[src/rtl/mmu_region_pkg.sv]
package mmu_region_pkg;

    typedef enum logic [1:0] {
        ACC_READ  = 2'd0,
        ACC_WRITE = 2'd1,
        ACC_FETCH = 2'd2,
        ACC_RSVD  = 2'd3
    } acc_kind_e;

    typedef enum logic [2:0] {
        CAUSE_NONE      = 3'd0,
        CAUSE_TLB_MISS  = 3'd1,
        CAUSE_DENY_RD   = 3'd2,
        CAUSE_DENY_WR   = 3'd3,
        CAUSE_DENY_EX   = 3'd4,
        CAUSE_PRIV_ADDR = 3'd5
    } cause_e;

    typedef enum logic [1:0] {
        ROUTE_IDENTITY  = 2'd0,
        ROUTE_TRANSLATE = 2'd1,
        ROUTE_PRIV_TRAP = 2'd2
    } route_e;

    typedef struct packed {
        logic   fault;
        logic   tlb_side;
        cause_e cause;
    } verdict_t;

    localparam int PERM_RD_BIT = 0;
    localparam int PERM_WR_BIT = 1;
    localparam int PERM_EX_BIT = 2;

    function automatic logic perm_granted(acc_kind_e kind, logic [2:0] perm);
        case (kind)
            ACC_WRITE: return perm[PERM_WR_BIT];
            ACC_FETCH: return perm[PERM_EX_BIT];
            default:   return perm[PERM_RD_BIT];
        endcase
    endfunction

    function automatic cause_e deny_cause(acc_kind_e kind);
        case (kind)
            ACC_WRITE: return CAUSE_DENY_WR;
            ACC_FETCH: return CAUSE_DENY_EX;
            default:   return CAUSE_DENY_RD;
        endcase
    endfunction

endpackage

[src/rtl/mmu_route_sel.sv]
module mmu_route_sel
    import mmu_region_pkg::*;
(
    input  logic [1:0] top_bits,
    input  logic       is_super,
    input  logic       mmu_en,
    output route_e     route
);
    always_comb begin
        if (!mmu_en) begin
            route = ROUTE_IDENTITY;
        end else if (is_super) begin
            route = (top_bits == 2'b11) ? ROUTE_IDENTITY : ROUTE_TRANSLATE;
        end else begin
            route = top_bits[1] ? ROUTE_PRIV_TRAP : ROUTE_TRANSLATE;
        end
    end
endmodule

[src/rtl/mmu_perm_judge.sv]
module mmu_perm_judge
    import mmu_region_pkg::*;
(
    input  route_e     route,
    input  acc_kind_e  kind,
    input  logic       hit,
    input  logic [2:0] perm,
    output verdict_t   verdict
);
    always_comb begin
        verdict = '{fault: 1'b0, tlb_side: 1'b0, cause: CAUSE_NONE};
        case (route)
            ROUTE_PRIV_TRAP: begin
                verdict.fault = 1'b1;
                verdict.cause = CAUSE_PRIV_ADDR;
            end
            ROUTE_TRANSLATE: begin
                if (!hit) begin
                    verdict.fault    = 1'b1;
                    verdict.tlb_side = 1'b1;
                    verdict.cause    = CAUSE_TLB_MISS;
                end else if (!perm_granted(kind, perm)) begin
                    verdict.fault    = 1'b1;
                    verdict.tlb_side = 1'b1;
                    verdict.cause    = deny_cause(kind);
                end
            end
            default: ;
        endcase
    end
endmodule

[src/rtl/mmu_fault_store.sv]
module mmu_fault_store
    import mmu_region_pkg::*;
#(
    parameter int VA_W    = 32,
    parameter int PAGE_W  = 12,
    parameter int PTE_LSB = 2
) (
    input  logic                  clk,
    input  logic                  rst,
    input  logic                  req_valid,
    input  logic [VA_W-1:0]       vaddr,
    input  acc_kind_e             kind,
    input  route_e                route,
    input  verdict_t              verdict,
    input  logic [VA_W-PAGE_W-1:0] pfn,
    output logic                  rsp_valid,
    output logic [VA_W-1:0]       rsp_paddr,
    output logic                  rsp_fault,
    output cause_e                rsp_cause,
    output logic [VA_W-1:0]       rec_badaddr,
    output logic [VA_W-1:0]       rec_pte_field,
    output logic                  rec_data_flag
);
    localparam int VPN_W = VA_W - PAGE_W;

    logic [VA_W-1:0] paddr_next;
    logic [VA_W-1:0] pte_next;

    always_comb begin
        if (verdict.fault) begin
            paddr_next = '0;
        end else if (route == ROUTE_TRANSLATE) begin
            paddr_next = {pfn, vaddr[PAGE_W-1:0]};
        end else begin
            paddr_next = vaddr;
        end
        pte_next = '0;
        pte_next[PTE_LSB +: VPN_W] = vaddr[VA_W-1:PAGE_W];
    end

    always_ff @(posedge clk) begin
        if (rst) begin
            rsp_valid     <= 1'b0;
            rsp_paddr     <= '0;
            rsp_fault     <= 1'b0;
            rsp_cause     <= CAUSE_NONE;
            rec_badaddr   <= '0;
            rec_pte_field <= '0;
            rec_data_flag <= 1'b0;
        end else begin
            rsp_valid <= req_valid;
            if (req_valid) begin
                rsp_paddr <= paddr_next;
                rsp_fault <= verdict.fault;
                rsp_cause <= verdict.cause;
                if (verdict.fault) begin
                    rec_badaddr <= vaddr;
                end
                if (verdict.tlb_side) begin
                    rec_pte_field <= pte_next;
                    rec_data_flag <= (kind != ACC_FETCH);
                end
            end
        end
    end

    AST_FAULT_ZERO_ADDR: assert property (@(posedge clk) disable iff (rst)
        rsp_fault |-> (rsp_paddr == '0 && rsp_cause != CAUSE_NONE));
    AST_CLEAN_NO_CAUSE: assert property (@(posedge clk) disable iff (rst)
        (rsp_valid && !rsp_fault) |-> (rsp_cause == CAUSE_NONE));
    AST_IDLE_RECORDS_HOLD: assert property (@(posedge clk) disable iff (rst)
        !req_valid |=> ($stable(rec_badaddr) && $stable(rec_pte_field) && $stable(rec_data_flag)));
endmodule

[src/rtl/mmu_region_guard.sv]
module mmu_region_guard
    import mmu_region_pkg::*;
#(
    parameter int VA_W    = 32,
    parameter int PAGE_W  = 12,
    parameter int PTE_LSB = 2,
    localparam int VPN_W  = VA_W - PAGE_W
) (
    input  logic             clk,
    input  logic             rst,
    input  logic             req_valid,
    input  logic [VA_W-1:0]  req_vaddr,
    input  logic [1:0]       req_kind,
    input  logic             req_super,
    input  logic             mmu_en,
    output logic             tlb_req,
    output logic [VPN_W-1:0] tlb_vpn,
    input  logic             tlb_hit,
    input  logic [VPN_W-1:0] tlb_pfn,
    input  logic [2:0]       tlb_perm,
    output logic             rsp_valid,
    output logic [VA_W-1:0]  rsp_paddr,
    output logic             rsp_fault,
    output logic [2:0]       rsp_cause,
    output logic [VA_W-1:0]  rec_badaddr,
    output logic [VA_W-1:0]  rec_pte_field,
    output logic             rec_data_flag
);
    route_e    route;
    verdict_t  verdict;
    acc_kind_e kind;
    cause_e    cause_q;

    assign kind = acc_kind_e'(req_kind);

    mmu_route_sel u_route (
        .top_bits (req_vaddr[VA_W-1:VA_W-2]),
        .is_super (req_super),
        .mmu_en   (mmu_en),
        .route    (route)
    );

    mmu_perm_judge u_judge (
        .route   (route),
        .kind    (kind),
        .hit     (tlb_hit),
        .perm    (tlb_perm),
        .verdict (verdict)
    );

    mmu_fault_store #(
        .VA_W    (VA_W),
        .PAGE_W  (PAGE_W),
        .PTE_LSB (PTE_LSB)
    ) u_store (
        .clk           (clk),
        .rst           (rst),
        .req_valid     (req_valid),
        .vaddr         (req_vaddr),
        .kind          (kind),
        .route         (route),
        .verdict       (verdict),
        .pfn           (tlb_pfn),
        .rsp_valid     (rsp_valid),
        .rsp_paddr     (rsp_paddr),
        .rsp_fault     (rsp_fault),
        .rsp_cause     (cause_q),
        .rec_badaddr   (rec_badaddr),
        .rec_pte_field (rec_pte_field),
        .rec_data_flag (rec_data_flag)
    );

    assign rsp_cause = cause_q;
    assign tlb_req   = req_valid && (route == ROUTE_TRANSLATE);
    assign tlb_vpn   = req_vaddr[VA_W-1:PAGE_W];

    AST_VALID_ONE_LATER: assert property (@(posedge clk) disable iff (rst)
        req_valid |=> rsp_valid);
    AST_NO_SPURIOUS_VALID: assert property (@(posedge clk) disable iff (rst)
        !req_valid |=> !rsp_valid);
    AST_NOMMU_IDENTITY: assert property (@(posedge clk) disable iff (rst)
        (req_valid && !mmu_en) |=> (!rsp_fault && rsp_paddr == $past(req_vaddr)));
    AST_USER_UPPER_TRAP: assert property (@(posedge clk) disable iff (rst)
        (req_valid && mmu_en && !req_super && req_vaddr[VA_W-1]) |=>
        (rsp_fault && rsp_cause == 3'd5 && rec_badaddr == $past(req_vaddr)));
    AST_SUPER_TOP_BYPASS: assert property (@(posedge clk) disable iff (rst)
        (req_valid && mmu_en && req_super && req_vaddr[VA_W-1:VA_W-2] == 2'b11) |=>
        (!rsp_fault && rsp_paddr == $past(req_vaddr)));
    AST_TLB_REQ_REGION: assert property (@(posedge clk) disable iff (rst)
        tlb_req |-> (mmu_en && (req_super ? (req_vaddr[VA_W-1:VA_W-2] != 2'b11)
                                          : !req_vaddr[VA_W-1])));
    AST_MISS_CAUSE: assert property (@(posedge clk) disable iff (rst)
        (tlb_req && !tlb_hit) |=> (rsp_fault && rsp_cause == 3'd1));
    AST_PAGE_OFFSET_KEPT: assert property (@(posedge clk) disable iff (rst)
        (req_valid && !verdict.fault) |=> (rsp_paddr[PAGE_W-1:0] == $past(req_vaddr[PAGE_W-1:0])));
endmodule

[config.mk]
export PLATFORM = sky130hd
export DESIGN_NAME = mmu_region_guard
export DESIGN_NICKNAME = d
export VERILOG_FILES = /design/src/rtl/mmu_region_pkg.sv /design/src/rtl/mmu_route_sel.sv /design/src/rtl/mmu_perm_judge.sv /design/src/rtl/mmu_fault_store.sv /design/src/rtl/mmu_region_guard.sv
export SDC_FILE = /design/constraint.sdc
export NUM_CORES = 1
export LEC_CHECK = 0
export CAP_MARGIN = 40
export CORE_ASPECT_RATIO = 0.5
export CORE_UTILIZATION = 44
export CTS_BUF_LIST = sky130_fd_sc_hd__clkbuf_16
export DETAILED_ROUTE_END_ITERATION = 8
export HOLD_SLACK_MARGIN = 0.06
export PLACE_DENSITY = 0.85
export SLEW_MARGIN = 20
export SYNTH_ARGS = -nofsm -noshare
export SYNTH_HDL_FRONTEND = slang
export SYNTH_SLANG_ARGS = --single-unit
[constraint.sdc]
create_clock -name clk -period 2.6 [get_ports clk]
set_input_delay 0.26 -clock clk [delete_from_list [all_inputs] [get_ports clk]]
set_output_delay 0.26 -clock clk [all_outputs]
set_load 0.1 [all_outputs]
==> summary.md, run 1 <==
After clock tree synthesis, the repair step resized 0 gates. The count of buffers added on input and output ports is 173. The share of layout cells above drive strength 1 came out at 26.3%. Sequential elements use 45.4% of the synthesized area. Number of cells on the worst reg-to-reg path: 2.

The power density over the cells works out to 699 nW/µm². STA classifies the critical path startpoint as a primary input. Once detailed placement completed, the half-perimeter wirelength came to 7290 µm.

In the finished design, the share of the clock period the worst path needs comes to 85.4%. The critical path contains buffers and inverters numbering 2 combined. The average wire per cell in the routed design is 14.8 µm, and the clock buffer count from CTS is 9. The core region is 8740 µm². The ratio of routed vias to standard cells came out at 4.83. The relative max-transition margin was 53.0%. The launch point of the worst reg-to-reg path was u_store.rsp_fault.

The top cell family by delay on the critical path is compound AO/OA/AOI/OAI gates. For the setup slack of the most critical reg-to-reg path, the log shows 1.88 ns. The endpoint identified for the worst register-to-register timing path is u_store.rsp_fault. The tools report the number of antenna-violating nets in the routed design as 0. For the synthesis warning total, the log shows 0. The die covers 9420 µm². The fill cell total of the finished layout was 752; the depth of the CTS H-tree was 3. The die extent in y is 69.1 µm. Setup repair after global routing left no endpoint under its margin.

The floorplan step set the die width to 136 µm. In this run the post-CTS setup repair buffer count came out at 0. TritonCTS built the clock tree. In the final design database the tool counted 619 nets.

IR analysis of the VDD net gives a maximum drop of 0.410 mV. The logs give 3253 for the detailed-route via count and 0 for the number of antenna cells inserted. Traced cell by cell, the critical path runs through clkdlybuf4s50_1, inv_1, ha_1, a22o_2, a31oi_1, a211o_1, o21ai_0. Timing would allow up to 451 MHz. Along the worst hold path, the cell count comes to 2.

The setup path with the least slack is of type primary input to register. The global routing stage identified its most utilized layer as met2. The tools report the endpoint of the worst hold-timing path as u_store.rec_pte_field[21]. The run gives 0.819 as the final estimated routing congestion in global placement. The kind of path behind the tightest hold check is primary input to register. The clock sink count is 90, and the global-route wire length before repair is 16200 µm. The pre-antenna-repair detailed-routing pass consisted of 4 iterations. The floorplan row count was 24; the mean area per synthesized cell was 9.86 µm².

The detailed router finished its first iteration with 122 violations. The number of antenna violations at the first check in global routing came out at 0. Hold repair after CTS inserted 0 buffers.

The tools report the required time reported for the critical path endpoint as 2.78 ns. In this run the cell area of the synthesized design comes to 3970 µm². The data arrival at the endpoint of the critical path was 2.40 ns. The flow ran to the end, and the final reports show no timing, DRC or antenna violations. Of all nets on the critical path, the largest fanout is 20. The final critical-path required period was 2.22 ns. The final core area utilization is 64.5%, and the maximum number of pins on one net before global-route repair is 52. The logs give 0.33 ns for the clock latency on the worst-skew pair and 0 for the hold violation count in the final report. Once the floorplan was initialized, standard cells occupied 45.4% of the core. The clock arrives with 0 ns of skew. The synthesized design devotes to its leading area cell type 45.4% of total area. The tools report the met1 capacity usage during global routing as 26.5%.

The slowest library cell on the worst path was sky130_fd_sc_hd__a211o_1. For the number of global-route vias before repair, the log shows 3218. On the worst path, the slowest cell contributes a delay of 0.61 ns. The run gives 0 as the max-slew violation count. Clock-pin slew was measured on the worst setup and hold paths at 0.06 ns. No sink is reached through more buffers than the 2 on the longest clock path.

The total of endpoints with negative setup slack in the final report came out at 0. The cell at the root of the clock tree is sky130_fd_sc_hd__clkbuf_16. For this run, global-route usage on met2 was measured as 38.1%.

The tools report the startpoint of the most critical hold path as rst. At the pin with the least slew margin, the transition time is 0.705 ns. The number of different library cells used by synthesis comes to 35. The top-level I/O count was 186. The tools report the detailed-route DRC error count as 0. Across the run, the number of max-cap violations was 0.

The flip-flop and latch count after synthesis was 90. Endpoint type of the worst setup path: a register. Synthesis handed over a netlist of 402 instances.

Summed over all cells, the static leakage comes to 0.00240 µW. For this run the aggregate overflow at the end of global routing stands at 0. For the global routing usage summed across all routing layers, the log shows 21.7%.

The logs give 9980 µm for the wire length reported by the detailed router and 4.64% for the met3 track demand over resource in global routing. The synthesis-to-finish area growth is 42.1%. The post-route setup TNS came out at 0 ns. The synthesized design spends more area on one cell type than any other, namely sky130_fd_sc_hd__dfxtp_1. By area the synthesized netlist is led by sky130_fd_sc_hd__dfxtp_1 45%, sky130_fd_sc_hd__mux2i_1 18%, sky130_fd_sc_hd__nand2b_1 7.4%, sky130_fd_sc_hd__buf_4 6.1%, sky130_fd_sc_hd__nand2_1 3.9%.
-- worst reg2reg max path: cells and delay by family, from the launching register on --
family / cells / cell delay [ns]
flops: 1 / 0.31
simple gates: 1 / 0.12
compound gates: 1 / 0.19
-- power by group --
part           switching, µW  total [µW]  internal [µW]
clock network            562        1320            761
logic                    851        1140            286
registers               33.9        1480           1440
total                   1450        3940           2490
-- stage by stage --
step / instance area (µm²) / total power [µW] / cells / setup slack (ns) / hold slack [ns]
3_5_place_dp: 5320 / 2640 / 657 / 0.101 / 0.443
5_1_grt: 5630 / 4070 / 673 / 0.152 / 0.362
2_1_floorplan: 4010 / 2390 / 413 / 0.799 / 0.335
4_1_cts: 5630 / 3970 / 673 / 0.407 / 0.335
6_report: 5630 / 3940 / 673 / 0.381 / 0.344
3_3_place_gp: 5320 / 2630 / 657 / 0.112 / 0.435
-- logic make-up after synthesis --
| logic type | synth area share [%] |
|---|---|
| and+or+nand+nor | 14.6 |
| DFF | 45.4 |
| muxes | 18.2 |
| buffers and inverters | 11.4 |
| AOI/OAI and AO/OA | 8.71 |
| adders and majority gates | 1.58 |
| other | 0.0946 |
-- final cells by class --
class	count	area, µm²	area share, %
clock inverters	7	87.6	1.55
repair buffers	183	1570	27.9
inverters	11	41.3	0.733
clock buffers	9	225	4.00
flip-flops and latches	90	1800	32.0
multi-input cells	256	1760	31.2
well taps	117	146	2.60
-- registers in the layout, indices dropped and copies added (netlist names) --
register,count
u_store.rsp_cause,3
u_store.rec_pte_field,20
u_store.rec_badaddr,32
u_store.rec_data_flag,1
u_store.rsp_valid,1
u_store.rsp_fault,1
u_store.rsp_paddr,32
-- how the worst max path moves through the flow --
stage / start / to / slack [ns] / cells after the start
final: req_kind[1] / u_store.rsp_paddr[29] / 0.38 / 7
after global routing: req_super / u_store.rsp_paddr[16] / 0.15 / 8
after CTS: req_kind[0] / u_store.rsp_paddr[29] / 0.41 / 7
after detailed placement: req_kind[1] / u_store.rsp_paddr[29] / 0.10 / 7
after global placement: req_super / u_store.rsp_paddr[17] / 0.11 / 8
after floorplan: req_super / tlb_req / 0.80 / 8
-- synth_stat cells --
| cell | n |
|---|---|
| sky130_fd_sc_hd__nand2b_1 | 47 |
| sky130_fd_sc_hd__nor2_1 | 24 |
| sky130_fd_sc_hd__buf_1 | 2 |
| sky130_fd_sc_hd__inv_1 | 10 |
| sky130_fd_sc_hd__buf_6 | 1 |
| sky130_fd_sc_hd__and3_1 | 1 |
| sky130_fd_sc_hd__nor2_2 | 1 |
| sky130_fd_sc_hd__a22o_1 | 12 |
| sky130_fd_sc_hd__nand2_1 | 41 |
| sky130_fd_sc_hd__buf_4 | 32 |
| sky130_fd_sc_hd__a21o_1 | 1 |
| sky130_fd_sc_hd__buf_2 | 1 |
| sky130_fd_sc_hd__a211oi_2 | 1 |
| sky130_fd_sc_hd__ha_1 | 5 |
| sky130_fd_sc_hd__buf_12 | 3 |
| sky130_fd_sc_hd__mux2i_1 | 72 |
| sky130_fd_sc_hd__nor3b_1 | 1 |
| sky130_fd_sc_hd__a22o_2 | 1 |
| sky130_fd_sc_hd__o21ba_2 | 1 |
| sky130_fd_sc_hd__nor2b_1 | 1 |
| sky130_fd_sc_hd__a21boi_0 | 1 |
| sky130_fd_sc_hd__a32oi_1 | 1 |
| sky130_fd_sc_hd__a21oi_1 | 1 |
| sky130_fd_sc_hd__nand3_1 | 3 |
| sky130_fd_sc_hd__dfxtp_1 | 90 |
| sky130_fd_sc_hd__conb_1 | 1 |
| sky130_fd_sc_hd__a32o_1 | 1 |
| sky130_fd_sc_hd__o21ai_0 | 23 |
| sky130_fd_sc_hd__clkbuf_1 | 15 |
| sky130_fd_sc_hd__clkinv_1 | 1 |
| sky130_fd_sc_hd__a31oi_4 | 1 |
| sky130_fd_sc_hd__buf_8 | 2 |
| sky130_fd_sc_hd__a211o_1 | 1 |
| sky130_fd_sc_hd__a221o_2 | 1 |
| sky130_fd_sc_hd__a31oi_1 | 2 |
-- routing by layer --
metal	share of wire, %	up-vias
li1	-	1603
met1	43	1543
met3	4.9	14
met5	0	-
met2	51	93
met4	1.2	0
-- placed cells by master, fill, tap and decap left out, drive strengths merged, types with 2 or more instances in the layout --
master,count
a22o,13
a31oi,3
buf,122
clkbuf,9
clkdlybuf4s50,61
clkinv,3
clkinvlp,2
conb,12
dfxtp,90
ha,5
inv,12
mux2i,72
nand2,41
nand2b,47
nand3,3
nor2,25
o21ai,23
(Power assumes the default switching activity.)
==> inputs of run 2 (changes only) <==
CORE_UTILIZATION = 41   (was 44)
PLACE_DENSITY = 0.8   (was 0.85)
clock period = 2.3 ns   (was 2.6 ns; I/O delays follow)
==> run 2 against run 1 <==
Net effect:
- first-iteration DRC count decreased by 17%
- largest cell class unchanged
- sequential power increased by 13%
- die area increased by 7.2%
- global-route usage decreased by 1.7 points
- critical endpoint is now u_store.rec_badaddr[7]
- combinational power increased by 13%
- critical path depth increased by 1
- highest routed layer unchanged
- sequential share of layout area decreased by 0.27 points
- hold slack improved by 0.022 ns
- register-to-register slack got worse by 0.32 ns
- clock power increased by 7%
==> summary.md, run 2 (synthesis results as in run 1) <==
The flow ran to the end, and the final reports show no timing, DRC or antenna violations. Summed over all nets, wire length on met2 after detailed routing comes to 4980 µm. The post-route non-filler standard cell count is 690, and the share of the cycle needed by the critical path after routing is 87.3%. Wires add up to 9940 µm.

The logs give 624 for the net count of the finished layout and 452 µm for the routed length on met3. The tools report the largest buffer count on any clock path as 2. The cell sitting at the root of the clock tree is a sky130_fd_sc_hd__clkbuf_16. The clock transition time at the flip-flop clock pins of the worst setup and hold paths works out to 0.06 ns. The launch point of the worst path was req_kind[0].

The clock sink count was 90; the total of endpoints with negative setup slack in the final report was 0. The global routing usage summed across all routing layers is 19.9%. Slew of the pin with the lowest slew margin: 0.529 ns.

The power density over the cells was 769 nW/µm²; the die width was 141 µm. Peak clock frequency supported by timing: 498 MHz. The die extent in y is 71.5 µm, and the floorplan row count is 24.

The post-route netlist has 26.6% of its cells at a drive strength greater than 1. After detailed routing, the number of remaining DRC violations is 0. The number of antenna violations at the first check in global routing came out at 0.

The core outline area is 9040 µm². The slowest library cell on the worst path was sky130_fd_sc_hd__clkdlybuf4s50_1. The run gives 0.366 ns as the final worst hold slack. Across all layers, the routed design uses 3218 vias. The number of maximum-capacitance violations was 0.

After clock tree synthesis, the flow added hold-fix buffers numbering 0. In this run, the number of DRC markers left after iteration 0 of detailed routing was 101. At the later pin of the worst-skew pair, clock insertion delay measures 0.33 ns.

The worst setup path is of the primary input to register kind. The die covers 10100 µm². The standby leakage power was 0.00244 µW; the remaining global-route overflow was 0. For the number of antenna cells inserted, the log shows 0.

The first TritonRoute pass finished after 4 iterations. The worst setup path is launched from a primary input. The tools report the launch point of the worst reg-to-reg path as u_store.rsp_fault. VDD sags by at most 0.393 mV.

Relative to the synthesized area, the layout overhead comes to 43.3%. The maximum number of pins on one net before global-route repair is 44. The library cell used most frequently in the layout, excluding fill and tap cells, is sky130_fd_sc_hd__buf_4. The required time reported for the critical path endpoint was 2.56 ns. For the sum of internal, switching and leakage power, the log shows 4370 µW.

Setup repair after global routing left no endpoint under its margin. Post-CTS repair changed the size of 0 cells. Data on the critical path arrives at its endpoint at 2.27 ns. The kind of path behind the tightest hold check is primary input to register. The worst hold path begins at rst.

Timing analysis after detailed placement gives a worst setup slack of -0.0260 ns. The worst setup path is captured at a register. The run gives 15800 µm as the global-route wire length before repair. After detailed routing, no signal wire sits above met4. The run gives 0 as the number of antenna-violating nets in the routed design. After detailed routing, the average wire length per cell comes to 14.4 µm. Once placement completed, the tool counted placed cells totaling 675.

For this design the top-level I/O count stands at 186. In the final layout, the registers with the most flip-flops are u_store.rec_badaddr (32), u_store.rsp_paddr (32), u_store.rec_pte_field (20). Max-slew violation count: 0. The final critical-path required period was 2.01 ns. The largest single stage delay on the critical path is 0.49 ns.

The hold violation count in the final report came out at 0. The worst pin sits at a relative slew slack of 64.7%. In the layout the commonest cells are 120 x sky130_fd_sc_hd__buf_4, 90 x sky130_fd_sc_hd__dfxtp_1, 72 x sky130_fd_sc_hd__mux2i_1, 61 x sky130_fd_sc_hd__clkdlybuf4s50_1, 47 x sky130_fd_sc_hd__nand2b_1.

The run gives 43.9% as the effective utilization at floorplan. The depth of the CTS H-tree came out at 3. The post-detailed-placement half-perimeter wirelength was 7340 µm.

Between clock sinks in the finished design, the worst skew comes to 0 ns. After layout, the worst setup slack is 0.291 ns. The filler cells instantiated in the layout total 768. The critical path goes through clkdlybuf4s50_1, inv_1, ha_1, a22o_2, a31oi_1, and3_2, buf_12, mux2i_1. In this run the post-CTS setup repair buffer count came out at 0. The run gives 3129 as the number of global-route vias before repair. The met1 routed wirelength after detailed routing was 4480 µm.

TritonCTS built the clock tree. Using the TritonRoute via totals, the vias-per-cell ratio works out to 4.66. The post-route setup TNS was 0 ns; the number of buffers added on ports was 173. In this run the worst path has a maximum fanout of 15. The tools report the setup slack of the most critical reg-to-reg path as 1.56 ns.

Buffers inserted during clock tree synthesis total 9. For the final estimated routing congestion in global placement, the log shows 0.846.
==> run 2: changes by cell type in the layout (fill, tap and decap cells not counted), sizes merged <==
cell,change
buf,+5
clkinv,+2
clkinvlp,-2
inv,-1
==> run 2: power by group <==
| part | internal, µW | switching (µW) | leakage [µW] |
|---|---|---|---|
| logic | 333 | 960 | 0.00156 |
| clock network | 830 | 580 | 0.000143 |
| registers | 1630 | 38.4 | 0.000734 |
| total | 2790 | 1580 | 0.00243 |
==> run 2: path summary, 6_finish.rpt <==
| check | cells past startpoint | endpoint |
|---|---|---|
| setup / recovery | 8 | u_store.rec_badaddr[7] |
| hold / removal | 2 | u_store.rec_pte_field[18] |
| setup reg to reg | 2 | u_store.rsp_fault |
| hold reg to reg | 2 | u_store.rsp_paddr[15] |
==> run 2: cell type report <==
class / count / area [µm²] / share of cell area (%)
Clock buffer: 9 / 225 / 3.96
Clock inverter: 6 / 57.6 / 1.01
Inverter: 11 / 41.3 / 0.727
Multi-Input combinational cell: 256 / 1760 / 30.9
Sequential cell: 90 / 1800 / 31.7
Tap cell: 130 / 163 / 2.86
Timing Repair Buffer: 188 / 1640 / 28.8
==> run 2: per-stage QoR <==
stage / cell area [µm²] / util, %
detailed placement: 5400 / 59.7
finish: 5680 / 62.9
floorplan: 4010 / -
global route: 5680 / 62.9
global placement: 5400 / 59.7
CTS: 5680 / 62.9
==> run 2: worst max-delay path, delay by kind of cell <==
kind	cells	cell delay (ns)
compound gates	2	0.49
fa+ha+maj	1	0.25
buf+inv	3	0.75
mux	1	0.19
simple gates	1	0.34
==> run 2: metal layers <==
metal | global-route usage, % | up-vias
met5 | 0 | -
met1 | 24.8 | 1535
met4 | 4.35 | 0
li1 | - | 1603
met2 | 35.0 | 78
met3 | 5.35 | 2
